### src/rtl/audrx_pkg.sv
`timescale 1ns/1ps
package audrx_pkg;

  localparam int CORE_W = 18;   // width of a decoded sample before extension
  localparam int PACK_W = 16;   // word width in packed mode

  typedef enum logic {
    FMT_RJ  = 1'b0,
    FMT_I2S = 1'b1
  } fmt_e;

  // One captured channel word, valid for a single cycle.
  typedef struct packed {
    logic              vld;
    logic              left;
    logic [CORE_W-1:0] data;
  } word_evt_t;

endpackage

### src/rtl/audrx_sync.sv
`timescale 1ns/1ps
module audrx_sync #(
  parameter int STAGES = 2
) (
  input  logic clk,
  input  logic rst_n,
  input  logic bck,
  input  logic ws,
  input  logic sd,
  output logic tick,
  output logic ws_s,
  output logic sd_s
);

  localparam int NSIG = 3;

  logic [STAGES-1:0][NSIG-1:0] chain_q, chain_n;
  logic                        bck_d_q, bck_d_n;
  logic [NSIG-1:0]             tail;

  assign tail = chain_q[STAGES-1];

  generate
    if (STAGES == 1) begin : g_single
      always_comb chain_n = {bck, ws, sd};
    end else begin : g_multi
      always_comb chain_n = {chain_q[STAGES-2:0], {bck, ws, sd}};
    end
  endgenerate

  assign bck_d_n = tail[2];

  always_ff @(posedge clk or negedge rst_n) begin
    if (!rst_n) begin
      chain_q <= '0;
      bck_d_q <= 1'b0;
    end else begin
      chain_q <= chain_n;
      bck_d_q <= bck_d_n;
    end
  end

  assign tick = tail[2] & ~bck_d_q;
  assign ws_s = tail[1];
  assign sd_s = tail[0];

  // Bit-clock rising edges are isolated; the rest of the receiver relies on it.
  p_tick_isolated_r8: assert property (@(posedge clk) disable iff (!rst_n)
    tick |=> !tick);

endmodule

### src/rtl/audrx_rate_det.sv
`timescale 1ns/1ps
module audrx_rate_det #(
  parameter int PACKED_BCK = 32
) (
  input  logic clk,
  input  logic rst_n,
  input  logic tick,
  input  logic ws_s,
  output logic packed_mode
);

  localparam int CNT_W = $clog2(2 * PACKED_BCK + 1);
  localparam logic [CNT_W-1:0] CNT_MAX = {CNT_W{1'b1}};
  localparam logic [CNT_W-1:0] CNT_PK  = CNT_W'(PACKED_BCK);

  logic             ws_d_q, ws_d_n;
  logic             primed_q, primed_n;
  logic             armed_q, armed_n;
  logic             last_q, last_n;
  logic             packed_q, packed_n;
  logic [CNT_W-1:0] cnt_q, cnt_n;
  logic             rise;
  logic             cand;

  assign rise = tick & primed_q & ws_s & ~ws_d_q;
  assign cand = (cnt_q == CNT_PK);

  always_comb begin
    ws_d_n   = ws_d_q;
    primed_n = primed_q;
    armed_n  = armed_q;
    last_n   = last_q;
    packed_n = packed_q;
    cnt_n    = cnt_q;
    if (tick) begin
      ws_d_n   = ws_s;
      primed_n = 1'b1;
      if (rise) begin
        cnt_n   = CNT_W'(1);
        armed_n = 1'b1;
        if (armed_q) begin
          last_n = cand;
          if (cand == last_q) packed_n = cand;
        end
      end else if (cnt_q != CNT_MAX) begin
        cnt_n = cnt_q + CNT_W'(1);
      end
    end
  end

  always_ff @(posedge clk or negedge rst_n) begin
    if (!rst_n) begin
      ws_d_q   <= 1'b0;
      primed_q <= 1'b0;
      armed_q  <= 1'b0;
      last_q   <= 1'b0;
      packed_q <= 1'b0;
      cnt_q    <= '0;
    end else begin
      ws_d_q   <= ws_d_n;
      primed_q <= primed_n;
      armed_q  <= armed_n;
      last_q   <= last_n;
      packed_q <= packed_n;
      cnt_q    <= cnt_n;
    end
  end

  assign packed_mode = packed_q;

  // Mode changes only right after a word-select rising edge.
  p_mode_at_rise_r5: assert property (@(posedge clk) disable iff (!rst_n)
    !$stable(packed_q) |-> $past(rise));

endmodule

### src/rtl/audrx_deser.sv
`timescale 1ns/1ps
module audrx_deser
  import audrx_pkg::*;
#(
  parameter int SR_W = 32
) (
  input  logic      clk,
  input  logic      rst_n,
  input  logic      tick,
  input  logic      ws_s,
  input  logic      sd_s,
  input  logic      fmt_i2s,
  input  logic      packed_mode,
  output word_evt_t evt
);

  localparam int HL_W = $clog2(SR_W + 1);
  localparam int PAD  = CORE_W - PACK_W;
  localparam logic [HL_W-1:0] HL_MAX = HL_W'(SR_W);
  localparam logic [HL_W-1:0] HL_CORE = HL_W'(CORE_W);

  fmt_e              fmt;
  logic [SR_W-2:0]   sr_q, sr_n;
  logic [SR_W-1:0]   sr_shift;
  logic              ws_prev_q, ws_prev_n;
  logic              primed_q, primed_n;
  logic              started_q, started_n;
  logic [HL_W-1:0]   hlen_q, hlen_n;
  logic [HL_W-1:0]   sh;
  logic [CORE_W-1:0] win;
  logic [CORE_W-1:0] word_sel;
  word_evt_t         evt_q, evt_n;

  assign fmt      = fmt_e'(fmt_i2s);
  assign sr_shift = {sr_q, sd_s};
  assign sh       = (hlen_q > HL_CORE) ? hlen_q - HL_CORE : '0;
  assign win      = CORE_W'(sr_shift >> sh);

  // Word window chosen by framing and packed mode.
  always_comb begin
    unique case ({fmt, packed_mode})
      {FMT_RJ,  1'b0}: word_sel = sr_q[CORE_W-1:0];
      {FMT_RJ,  1'b1}: word_sel = {sr_q[PACK_W-1:0], {PAD{1'b0}}};
      {FMT_I2S, 1'b1}: word_sel = {sr_shift[PACK_W-1:0], {PAD{1'b0}}};
      default:         word_sel = win;
    endcase
  end

  always_comb begin
    sr_n      = sr_q;
    ws_prev_n = ws_prev_q;
    primed_n  = primed_q;
    started_n = started_q;
    hlen_n    = hlen_q;
    evt_n     = '0;
    if (tick) begin
      sr_n      = sr_shift[SR_W-2:0];
      ws_prev_n = ws_s;
      primed_n  = 1'b1;
      if (primed_q && (ws_s != ws_prev_q)) begin
        hlen_n    = HL_W'(1);
        started_n = 1'b1;
        if (started_q) begin
          evt_n.vld  = 1'b1;
          evt_n.left = (fmt == FMT_I2S) ? ~ws_prev_q : ws_prev_q;
          evt_n.data = word_sel;
        end
      end else if (hlen_q != HL_MAX) begin
        hlen_n = hlen_q + HL_W'(1);
      end
    end
  end

  always_ff @(posedge clk or negedge rst_n) begin
    if (!rst_n) begin
      sr_q      <= '0;
      ws_prev_q <= 1'b0;
      primed_q  <= 1'b0;
      started_q <= 1'b0;
      hlen_q    <= '0;
      evt_q     <= '0;
    end else begin
      sr_q      <= sr_n;
      ws_prev_q <= ws_prev_n;
      primed_q  <= primed_n;
      started_q <= started_n;
      hlen_q    <= hlen_n;
      evt_q     <= evt_n;
    end
  end

  assign evt = evt_q;

  // A word event always follows a sampled bit-clock edge.
  p_word_after_edge_r2: assert property (@(posedge clk) disable iff (!rst_n)
    evt_q.vld |-> $past(tick));

  // The half-frame counter never runs past the history window.
  p_hlen_bound_r3: assert property (@(posedge clk) disable iff (!rst_n)
    hlen_q <= HL_MAX);

endmodule

### src/rtl/audrx_pair.sv
`timescale 1ns/1ps
module audrx_pair
  import audrx_pkg::*;
#(
  parameter int OUT_W = 24
) (
  input  logic                    clk,
  input  logic                    rst_n,
  input  word_evt_t               evt,
  output logic signed [OUT_W-1:0] left,
  output logic signed [OUT_W-1:0] right,
  output logic                    valid
);

  localparam int EXT = OUT_W - CORE_W;

  logic [CORE_W-1:0] hold_q, hold_n;
  logic              have_q, have_n;
  logic [OUT_W-1:0]  left_q, left_n;
  logic [OUT_W-1:0]  right_q, right_n;
  logic              valid_q, valid_n;

  function automatic logic [OUT_W-1:0] sext(input logic [CORE_W-1:0] d);
    return {{EXT{d[CORE_W-1]}}, d};
  endfunction

  always_comb begin
    hold_n  = hold_q;
    have_n  = have_q;
    left_n  = left_q;
    right_n = right_q;
    valid_n = 1'b0;
    if (evt.vld) begin
      if (evt.left) begin
        hold_n = evt.data;
        have_n = 1'b1;
      end else if (have_q) begin
        left_n  = sext(hold_q);
        right_n = sext(evt.data);
        valid_n = 1'b1;
        have_n  = 1'b0;
      end
    end
  end

  always_ff @(posedge clk or negedge rst_n) begin
    if (!rst_n) begin
      hold_q  <= '0;
      have_q  <= 1'b0;
      left_q  <= '0;
      right_q <= '0;
      valid_q <= 1'b0;
    end else begin
      hold_q  <= hold_n;
      have_q  <= have_n;
      left_q  <= left_n;
      right_q <= right_n;
      valid_q <= valid_n;
    end
  end

  assign left  = left_q;
  assign right = right_q;
  assign valid = valid_q;

  p_strobe_single_r8: assert property (@(posedge clk) disable iff (!rst_n)
    valid_q |=> !valid_q);

  p_out_hold_r8: assert property (@(posedge clk) disable iff (!rst_n)
    !($stable(left_q) && $stable(right_q)) |-> valid_q);

  p_pair_needs_left_r8: assert property (@(posedge clk) disable iff (!rst_n)
    valid_q |-> $past(have_q));

  p_sign_fill_r7: assert property (@(posedge clk) disable iff (!rst_n)
    valid_q |-> ($countones(left_q[OUT_W-1:CORE_W-1]) == 0 ||
                 $countones(left_q[OUT_W-1:CORE_W-1]) == EXT + 1));

endmodule

### src/rtl/serial_audio_rx.sv
`timescale 1ns/1ps
module serial_audio_rx
  import audrx_pkg::*;
#(
  parameter int OUT_W       = 24,
  parameter int SR_W        = 32,
  parameter int PACKED_BCK  = 32,
  parameter int SYNC_STAGES = 2
) (
  input  logic                    clk,
  input  logic                    rst_n,
  input  logic                    bck_i,
  input  logic                    ws_i,
  input  logic                    sd_i,
  input  logic                    fmt_i2s_i,
  output logic signed [OUT_W-1:0] left_o,
  output logic signed [OUT_W-1:0] right_o,
  output logic                    valid_o,
  output logic                    packed_o
);

  logic [1:0] rst_pipe_q;
  logic       rst_core_n;
  logic       tick;
  logic       ws_s;
  logic       sd_s;
  logic       packed_mode;
  word_evt_t  evt;

  // Asynchronous assertion, synchronous release.
  always_ff @(posedge clk or negedge rst_n) begin
    if (!rst_n) rst_pipe_q <= '0;
    else        rst_pipe_q <= {rst_pipe_q[0], 1'b1};
  end
  assign rst_core_n = rst_pipe_q[1];

  audrx_sync #(.STAGES(SYNC_STAGES)) u_sync (
    .clk   (clk),
    .rst_n (rst_core_n),
    .bck   (bck_i),
    .ws    (ws_i),
    .sd    (sd_i),
    .tick  (tick),
    .ws_s  (ws_s),
    .sd_s  (sd_s)
  );

  audrx_rate_det #(.PACKED_BCK(PACKED_BCK)) u_rate (
    .clk         (clk),
    .rst_n       (rst_core_n),
    .tick        (tick),
    .ws_s        (ws_s),
    .packed_mode (packed_mode)
  );

  audrx_deser #(.SR_W(SR_W)) u_deser (
    .clk         (clk),
    .rst_n       (rst_core_n),
    .tick        (tick),
    .ws_s        (ws_s),
    .sd_s        (sd_s),
    .fmt_i2s     (fmt_i2s_i),
    .packed_mode (packed_mode),
    .evt         (evt)
  );

  audrx_pair #(.OUT_W(OUT_W)) u_pair (
    .clk   (clk),
    .rst_n (rst_core_n),
    .evt   (evt),
    .left  (left_o),
    .right (right_o),
    .valid (valid_o)
  );

  assign packed_o = packed_mode;

  p_reset_quiet_r1: assert property (@(posedge clk)
    !rst_core_n |-> (!valid_o && !packed_o && left_o == '0 && right_o == '0));

endmodule

### config.mk
export PLATFORM = sky130hd
export DESIGN_NAME = serial_audio_rx
export DESIGN_NICKNAME = d
export VERILOG_FILES = /design/src/rtl/audrx_pkg.sv /design/src/rtl/audrx_sync.sv /design/src/rtl/audrx_rate_det.sv /design/src/rtl/audrx_deser.sv /design/src/rtl/audrx_pair.sv /design/src/rtl/serial_audio_rx.sv
export SDC_FILE = /design/constraint.sdc
export NUM_CORES = 1
export LEC_CHECK = 0
export BUFFER_PORTS_ARGS = -buffer_cell sky130_fd_sc_hd__buf_2
export CAP_MARGIN = 20
export CELL_PAD_IN_SITES_DETAIL_PLACEMENT = 0
export CELL_PAD_IN_SITES_GLOBAL_PLACEMENT = 2
export CORE_ASPECT_RATIO = 0.8
export CORE_MARGIN = 5
export CORE_UTILIZATION = 41
export CTS_CLUSTER_SIZE = 16
export DETAILED_ROUTE_END_ITERATION = 8
export PLACE_DENSITY = 0.91
export SLEW_MARGIN = 20
export SYNTH_ARGS = -nofsm -noshare
export SYNTH_HDL_FRONTEND = slang
export SYNTH_SLANG_ARGS = --single-unit
export TNS_END_PERCENT = 50
### constraint.sdc
create_clock -name clk -period 10.9 [get_ports clk]
set_clock_uncertainty 0.05 [all_clocks]
set_input_delay 2.725 -clock clk [delete_from_list [all_inputs] [get_ports clk]]
set_output_delay 2.725 -clock clk [all_outputs]
set_load 0.05 [all_outputs]
==> results of run 1 <==
-- worst register-to-register path, delay by kind of cell, from the launching register on --
| kind | cells | cell delay, ps |
|---|---|---|
| AND/OR/NAND/NOR | 3 | 1080 |
| AO/OA/AOI/OAI | 3 | 1280 |
| adder cells (fa/ha/maj) | 1 | 540 |
| buffers and inverters | 2 | 400 |
| flip-flops | 1 | 580 |
-- layer usage --
metal  wire length (um)  up-vias  share of wire
met5                  0        -              0
met4                635        0          0.026
met3               1970       42          0.082
met2              10100      280           0.42
met1              11300     3349           0.47
li1                   -     3218              -
-- cell type report --
type,count,area share
Timing Repair Buffer,67,0.0413
Clock inverter,11,0.0192
Clock buffer,20,0.0516
Inverter,20,0.00849
Sequential cell,135,0.382
Multi-Input combinational cell,676,0.461
Tap cell,258,0.0365
-- cell usage in the layout, fill, tap and decap left out, drive strengths merged, types with 19 or more instances in the layout --
cell / n
nand2: 232
nor2: 51
o21ai: 64
a21oi: 32
dfrtp: 135
nand3: 29
inv: 22
clkbuf: 20
buf: 67
mux2: 26
o211ai: 19
-- metrics by stage --
stage / instance area, um2 / total power [uW] / utilization / std cells / hold slack [ps]
after floorplan: 7920 / 1080 / - / 906 / 281
after global placement: 8220 / 1260 / 0.433 / 1156 / 284
after detailed placement: 8220 / 1250 / 0.433 / 1156 / 286
after CTS: 8850 / 1870 / 0.466 / 1187 / 300
after global routing: 8850 / 1970 / 0.466 / 1187 / 304
final: 8850 / 1880 / 0.466 / 1187 / 297
-- worst min-delay path by stage --
| stage | to | from | depth (start not counted) |
|---|---|---|---|
| 6_report | u_sync.tail[1] | u_sync.chain_n[4] | 0 |
| 2_1_floorplan | rst_pipe_q[1] | rst_pipe_q[0] | 0 |
| 4_1_cts | u_sync.tail[1] | u_sync.chain_n[4] | 0 |
| 3_5_place_dp | u_sync.tail[1] | u_sync.chain_n[4] | 0 |
| 3_3_place_gp | u_sync.tail[2] | u_sync.chain_n[5] | 0 |
| 5_1_grt | u_sync.tail[2] | u_sync.chain_n[5] | 0 |
-- cells by family after synthesis --
| logic type | Yosys count | share of synthesized area |
|---|---|---|
| adders and majority gates | 7 | 0.0111 |
| DFF | 135 | 0.427 |
| and+or+nand+nor | 386 | 0.214 |
| other | 1 | 0.000473 |
| xor gates and xnor gates | 11 | 0.0122 |
| muxes | 52 | 0.0872 |
| buffers and inverters | 95 | 0.0599 |
| AOI/OAI and AO/OA | 219 | 0.188 |
-- power groups by stage --
stage          Clock (uW)  Sequential (uW)  Combinational (uW)
2_1_floorplan           0              600                 481
4_1_cts               632              613                 629
3_3_place_gp            0              622                 634
5_1_grt               657              621                 693
6_report              619              614                 647
3_5_place_dp            0              622                 625
-- sequential cells by signal (all words and copies together), names as in the netlist --
register            count
u_pair.right           18
u_deser.evt            20
u_rate.last_q           1
u_sync.chain_n          3
u_rate.cnt_q            7
u_deser.sr_q           31
rst_pipe_q              2
u_pair.left            18
u_deser.hlen_q          6
u_sync.bck_d_q          1
u_sync.tail             3
u_rate.armed_q          1
u_pair.have_q           1
u_rate.packed_mode      1
u_deser.primed_q        1
u_deser.ws_prev_q       1
u_pair.valid            1
u_pair.hold_q          18
u_deser.started_q       1
==> results.toml, run 1 <==
[status]
status = "finished clean"

[floorplan]
die_y_um = 134
core_region_area_mm2 = 0.0190
rows = 45
dieArea_mm2 = 0.0222
io_pins = 56
die-width_um = 165
initial_core_util = 0.417

[clock_network]
clock_path_buffers = 2
htree_levels = 4
cts_setup_buffers = 0
clock-root-buffer = "clkbuf_16"
post_cts_resized = 0
cts_tree = "yes"
clk_pin_slew_ps = 60
cts_buffers = 17
hold_buffers = 0
clk_latency_ps = 430
cts.sinks = 135

[sta]
fin_crit_ps = 4340
finalSetupViolCount = 0
hold_violations = 0
fin_crit_sh = 0.398
worstMarginPinSlew_ps = 917
slew_headroom = 0.388
fmax_ghz = 0.231
setup_slack_ps = 6560
drv_slew = 0
rsz0062_at_grt = "false"
setup_tns_ps = 0

[global_routing]
grt_pass1_wl_mm = 38.3
grt_use_met1 = 0.336
grt.busiest_layer = "met1"
use_met3 = 0.0621
grtUsageMet2 = 0.309
antenna_found_initial = 0
grt_pass1_vias = 6497
grt_overflow = 0
grt_max_degree = 72
grt_usage = 0.223

[synthesis]
synth_seq_cells = 135
async_reset_ff_frac = 1.00
synthCells = 906
syn_area_per_cell_um2 = 8.74
synth_edf_count = 0
synth_nets = 919
ys.flop_type = "dfrtp_1"
synth_cell_types = 79
yosys.area.top_type = "dfrtp_1"
synth_common_cells = "nand2_1, dfrtp_1, o21ai_0"
syn_area_mm2 = 0.00792
seq_area_frac_synth = 0.427
synth_top_area_share = 0.427
ys_top_cells_by_area = "dfrtp_1, nand2_1, mux2_2"
yosysWarnings = 0
yosys.cell_count.top_type = "nand2_1"

[critical_path]
path_class = "in2reg"
critical_path_buf_inv_count = 2
r2r_setup_slack_ps = 6840
rr_worst_depth = 9
crit_cells = 7
cp_cell_sequence = "buf_2 -> inv_1 -> nor2_1 -> o21ai_1 -> a31oi_1 -> a2111oi_0 -> o211a_1"
startpoint = "fmt_i2s_i"
worst_path_max_delay_cell = "a2111oi_0"
cp-endpoint = "u_deser.evt[15]"
crit_fanout = 29
r2r-start = "u_deser.hlen_q[1]"
worstPathArrival_ps = 4650
r2r-end = "u_deser.evt[3]"
required_ps = 11210
slowest_delay_ps = 570
crit_path_end_kind = "register"
critical_path.top_delay_family = "compound AO/OA/AOI/OAI gates"
start_kind = "input port"

[routing]
initialDrtViolationCount = 843
routed_wl_mm = 24.0
drt_drc_violations_left = 0
wl_per_cell_um = 20.3
vias = 6889
drtAntennaViolNets = 0
vias_per_cell = 5.80
firstDrtPassIters = 5

[power_and_ir_drop]
powerDensity_mw_per_mm2 = 213
power_frac_comb = 0.344
p_switching_uw = 734
ir_drop_uv = 123
sw_frac_of_total = 0.390
power.internal_uw = 1150
leakagePower_uw = 0.00423
seqPwrFrac = 0.327
p_clk_frac = 0.329

[cells_and_area]
area_growth_pct = 11.7
drive_gt1_frac = 0.167
nets = 930
seq_area_mm2 = 0.00338
fillers = 1884
multi_input_area_mm2 = 0.00407
diodes = 0

[flow_run]
cap_violations = 0

[placed_design]
portBuffers = 55
dp_hpwl_mm = 16.7
pre_cts_slack_ps = 6210
place.gp.congestion = 0.964

[worst_hold_path]
hp-class = "reg2reg"
(Power assumes the default switching activity.)
==> run 2, diff against run 1 <==
CORE_UTILIZATION = 34   (was 41)
PLACE_DENSITY = 0.81   (was 0.91)
clock period = 3.6 ns   (was 10.9 ns; I/O delays follow)
==> results.toml, run 2 (synthesis gave the netlist of run 1 again) <==
[cells_and_area]
nets = 950
seq_area_mm2 = 0.00338
largest_reg_flops = 31
largest_register = "u_deser.sr_q"
drive_gt1_frac = 0.187
final_cell_mix = "nand2_1, dfrtp_1, o21ai_0, buf_2, nor2_1"
final_common_cell = "nand2_1"
diodes = 0
multi_input_area_mm2 = 0.00409
area_growth_pct = 14.4
fillers = 2403

[global_routing]
grtUsageMet2 = 0.268
grt_pass1_vias = 6638
use_met3 = 0.0593
antenna_found_initial = 0
grt_max_degree = 70
grt_pass1_wl_mm = 39.8
grt_use_met1 = 0.284
grt_usage = 0.190
grt_overflow = 0
grt.busiest_layer = "met1"

[routing]
routed_wl_mm = 25.4
initialDrtViolationCount = 788
drt_drc_violations_left = 0
firstDrtPassIters = 6
vias = 7027
wl_per_cell_um = 20.1
vias_per_cell = 5.57
drtAntennaViolNets = 0

[worst_hold_path]
hp-class = "in2async"

[floorplan]
io_pins = 56
die_y_um = 147
rows = 50
initial_core_util = 0.342
core_region_area_mm2 = 0.0231
die-width_um = 181
dieArea_mm2 = 0.0265

[placed_design]
pre_cts_slack_ps = -116
portBuffers = 55
dp_hpwl_mm = 18.3
place.gp.congestion = 0.961

[sta]
drv_slew = 0
setup_slack_ps = 126
finalSetupViolCount = 0
fin_crit_sh = 0.965
slew_headroom = 0.401
hold_violations = 0
fin_crit_ps = 3470
rsz0062_at_grt = "false"
fmax_ghz = 0.288
setup_tns_ps = 0
hold-worst-slack_ps = 185
worstMarginPinSlew_ps = 899

[critical_path]
worstPathArrival_ps = 3790
start_kind = "register"
crit_fanout = 10
worst_path_max_delay_cell = "o21ai_1"
cp_cell_sequence = "inv_1 -> ha_1 -> nand2b_1 -> and2_1 -> o21a_1 -> o21ai_1 -> a31oi_1 -> a2111oi_2 -> o211a_1"
required_ps = 3910
slowest_delay_ps = 710
path_class = "reg2reg"
crit_path_end_kind = "register"

[status]
status = "finished clean"

[clock_network]
htree_levels = 4
clock-root-buffer = "clkbuf_16"
cts_setup_buffers = 0
clk_pin_slew_ps = 70
cts_buffers = 17
clock_path_buffers = 2
clk_latency_ps = 430
cts_tree = "yes"
cts.sinks = 135

[power_and_ir_drop]
power_uw = 5660
leakagePower_uw = 0.00431
ir_drop_uv = 272
powerDensity_mw_per_mm2 = 624

[flow_run]
cap_violations = 0
run 2: routing by layer:
metal | routed length [um] | vias to the layer above
met4 | 383 | 0
li1 | - | 3255
met5 | 0 | -
met3 | 2410 | 41
met1 | 12000 | 3424
met2 | 10600 | 307
run 2: final timing paths:
| path | endpoint | startpoint | cells after the start | slack (ps) |
|---|---|---|---|---|
| max | u_deser.evt[15] | u_deser.hlen_q[1] | 9 | 130 |
| min | rst_pipe_q[1] | rst_n | 1 | 190 |
| max reg2reg | u_deser.evt[15] | u_deser.hlen_q[1] | 9 | 130 |
| min reg2reg | u_sync.tail[0] | u_sync.chain_n[3] | 0 | 300 |
| max in group asynchronous | u_deser.sr_q[17] | rst_pipe_q[1] | 1 | 2180 |
| min in group clk | u_sync.tail[0] | u_sync.chain_n[3] | 0 | 300 |
run 2: what timing repair did:
item	in CTS	in global routing
hold buffers	0	0
gates resized for setup	1	2
endpoints found under the setup margin	1	1
run 2: power by group:
group | leakage [uW] | switching [uW] | internal (uW)
clock | 0.000275 | 769 | 979
sequential | 0.00182 | 195 | 1630
combinational | 0.00222 | 1360 | 718
run 2: area by class of cell:
type / count / area share
timing repair buffer: 87 / 0.0597
clock inverter: 15 / 0.0177
sequential: 135 / 0.373
multi-input combinational: 676 / 0.451
clock buffer: 17 / 0.0470
inverter: 20 / 0.00829
tap: 312 / 0.0431
run 2: through the flow:
step                      cell area (um2)  utilization  std cells
after floorplan                      7920            -        906
after global placement               8460        0.366       1230
after detailed placement             8460        0.366       1230
after CTS                            9050        0.391       1262
after global routing                 9060        0.391       1262
final                                9060        0.391       1262
run 2: critical path, delay by kind of cell (launching register included):
kind	cells	cell delay [ps]
compound gates	5	2080
simple gates	2	290
buf+inv	1	260
flops	1	480
fa+ha+maj	1	260
==> run 3, diff against run 2 <==
PLACE_DENSITY = 0.76   (was 0.81)
RECOVER_POWER = 25   (was unset)
==> results.toml, run 3 (synthesis gave the netlist of run 1 again) <==
[cells_and_area]
area_growth_pct = 14.2
diodes = 0
finish.utilization = 0.391
nets = 953
stdcell_count = 1265
final_common_cell = "nand2_1"
final_cell_mix = "nand2_1, dfrtp_1, o21ai_0, buf_2, nor2_1"
largest_register = "u_deser.sr_q"
largest_reg_flops = 31
drive_gt1_frac = 0.185

[floorplan]
io_pins = 56
rows = 50
die-width_um = 181
initial_core_util = 0.342
dieArea_mm2 = 0.0265
die_y_um = 147
core_region_area_mm2 = 0.0231

[sta]
fin_crit_ps = 3540
fin_crit_sh = 0.984
drv_slew = 85
slew_headroom = -0.212
hold_violations = 0
finalSetupViolCount = 0
rsz0062_at_grt = "false"
fmax_ghz = 0.282
setup_tns_ps = 0
worstMarginPinSlew_ps = 1820

[critical_path]
worst_path_max_delay_cell = "a2111oi_0"
worstPathArrival_ps = 3860
r2r-start = "u_deser.hlen_q[1]"
critical_path_buf_inv_count = 2
required_ps = 3920
crit_cells = 9
cp_cell_sequence = "inv_1 -> ha_1 -> nor2b_2 -> a21boi_2 -> nor2_2 -> buf_4 -> a31oi_1 -> a2111oi_0 -> o211a_1"
slowest_delay_ps = 740
rr_worst_depth = 9
crit_fanout = 10
crit_path_end_kind = "register"
r2r_setup_slack_ps = 60
r2r-end = "u_deser.evt[15]"
path_class = "reg2reg"
start_kind = "register"
critical_path.top_delay_family = "compound AO/OA/AOI/OAI gates"

[routing]
initialDrtViolationCount = 680
routed_wl_mm = 26.0
drt_drc_violations_left = 0
firstDrtPassIters = 5
drtAntennaViolNets = 0
vias_per_cell = 5.50
vias = 6963
wl_per_cell_um = 20.5

[global_routing]
grt_max_degree = 66
grt_usage = 0.197
grt_pass1_wl_mm = 41.0
grt_pass1_vias = 6745
grt_overflow = 0
antenna_found_initial = 0

[worst_hold_path]
hp-class = "in2async"

[placed_design]
dp_hpwl_mm = 18.8
place.gp.congestion = 0.956
portBuffers = 55
dp_cells = 1233

[clock_network]
cts_setup_buffers = 0
cts.sinks = 135
cts_buffers = 17
post_cts_resized = 0
cts_tree = "yes"
clk_pin_slew_ps = 70
clock_path_buffers = 2
hold_buffers = 0
htree_levels = 4
clk_latency_ps = 430
clock-root-buffer = "clkbuf_16"

[power_and_ir_drop]
powerDensity_mw_per_mm2 = 629
power_uw = 5690
ir_drop_uv = 295
leakagePower_uw = 0.00432

[flow_run]
cap_violations = 2

[status]
violations = "capacitance limit, slew limit"
status = "complete, but fails checks"
[run 3: worst max path at each step]
stage               slack, ps               from         endpoint
floorplan                 800  u_deser.hlen_q[1]   u_deser.evt[0]
global placement          430  u_deser.hlen_q[1]  u_deser.evt[15]
detailed placement        340  u_deser.hlen_q[1]   u_deser.evt[1]
CTS                       320  u_deser.hlen_q[1]  u_deser.evt[15]
global route               20  u_deser.hlen_q[1]  u_deser.evt[15]
finish                     60  u_deser.hlen_q[1]  u_deser.evt[15]
[run 3: metrics by stage]
stage	hold WS, ps	cell area, um2	worst slack [ps]
CTS	172	9070	315
finish	197	9040	56.4
global route	190	9040	18.3
detailed placement	287	8480	344
floorplan	281	7920	803
global placement	286	8480	434
[run 3: worst register-to-register path: stages, from the launching register on]
cell and delay (ps):
dfrtp_1 510, inv_1 220, ha_1 510, nor2b_2 110
a21boi_2 230, nor2_2 460, buf_4 260, a31oi_1 140
a2111oi_0 740, o211a_1 260
[run 3: area by class of cell]
type / instances / area [um2]
multi-input combinational: 676 / 4080
sequential: 135 / 3380
tap: 312 / 390
timing repair buffer: 90 / 533
fill: 2403 / 14100
inverter: 20 / 75.1
clock buffer: 19 / 443
clock inverter: 13 / 146
[run 3: per-layer routing]
metal | GRT usage | up-vias | part of all wire
met4 | 0.0472 | 0 | 0.016
met1 | 0.297 | 3376 | 0.48
met2 | 0.283 | 284 | 0.43
met5 | 0 | - | 0
li1 | - | 3274 | -
met3 | 0.0508 | 29 | 0.076
[run 3: power by group]
| group | switching [uW] | internal, uW | leakage (uW) |
|---|---|---|---|
| Combinational | 1360 | 737 | 0.00222 |
| Sequential | 183 | 1630 | 0.00182 |
| Clock | 726 | 1040 | 0.000284 |
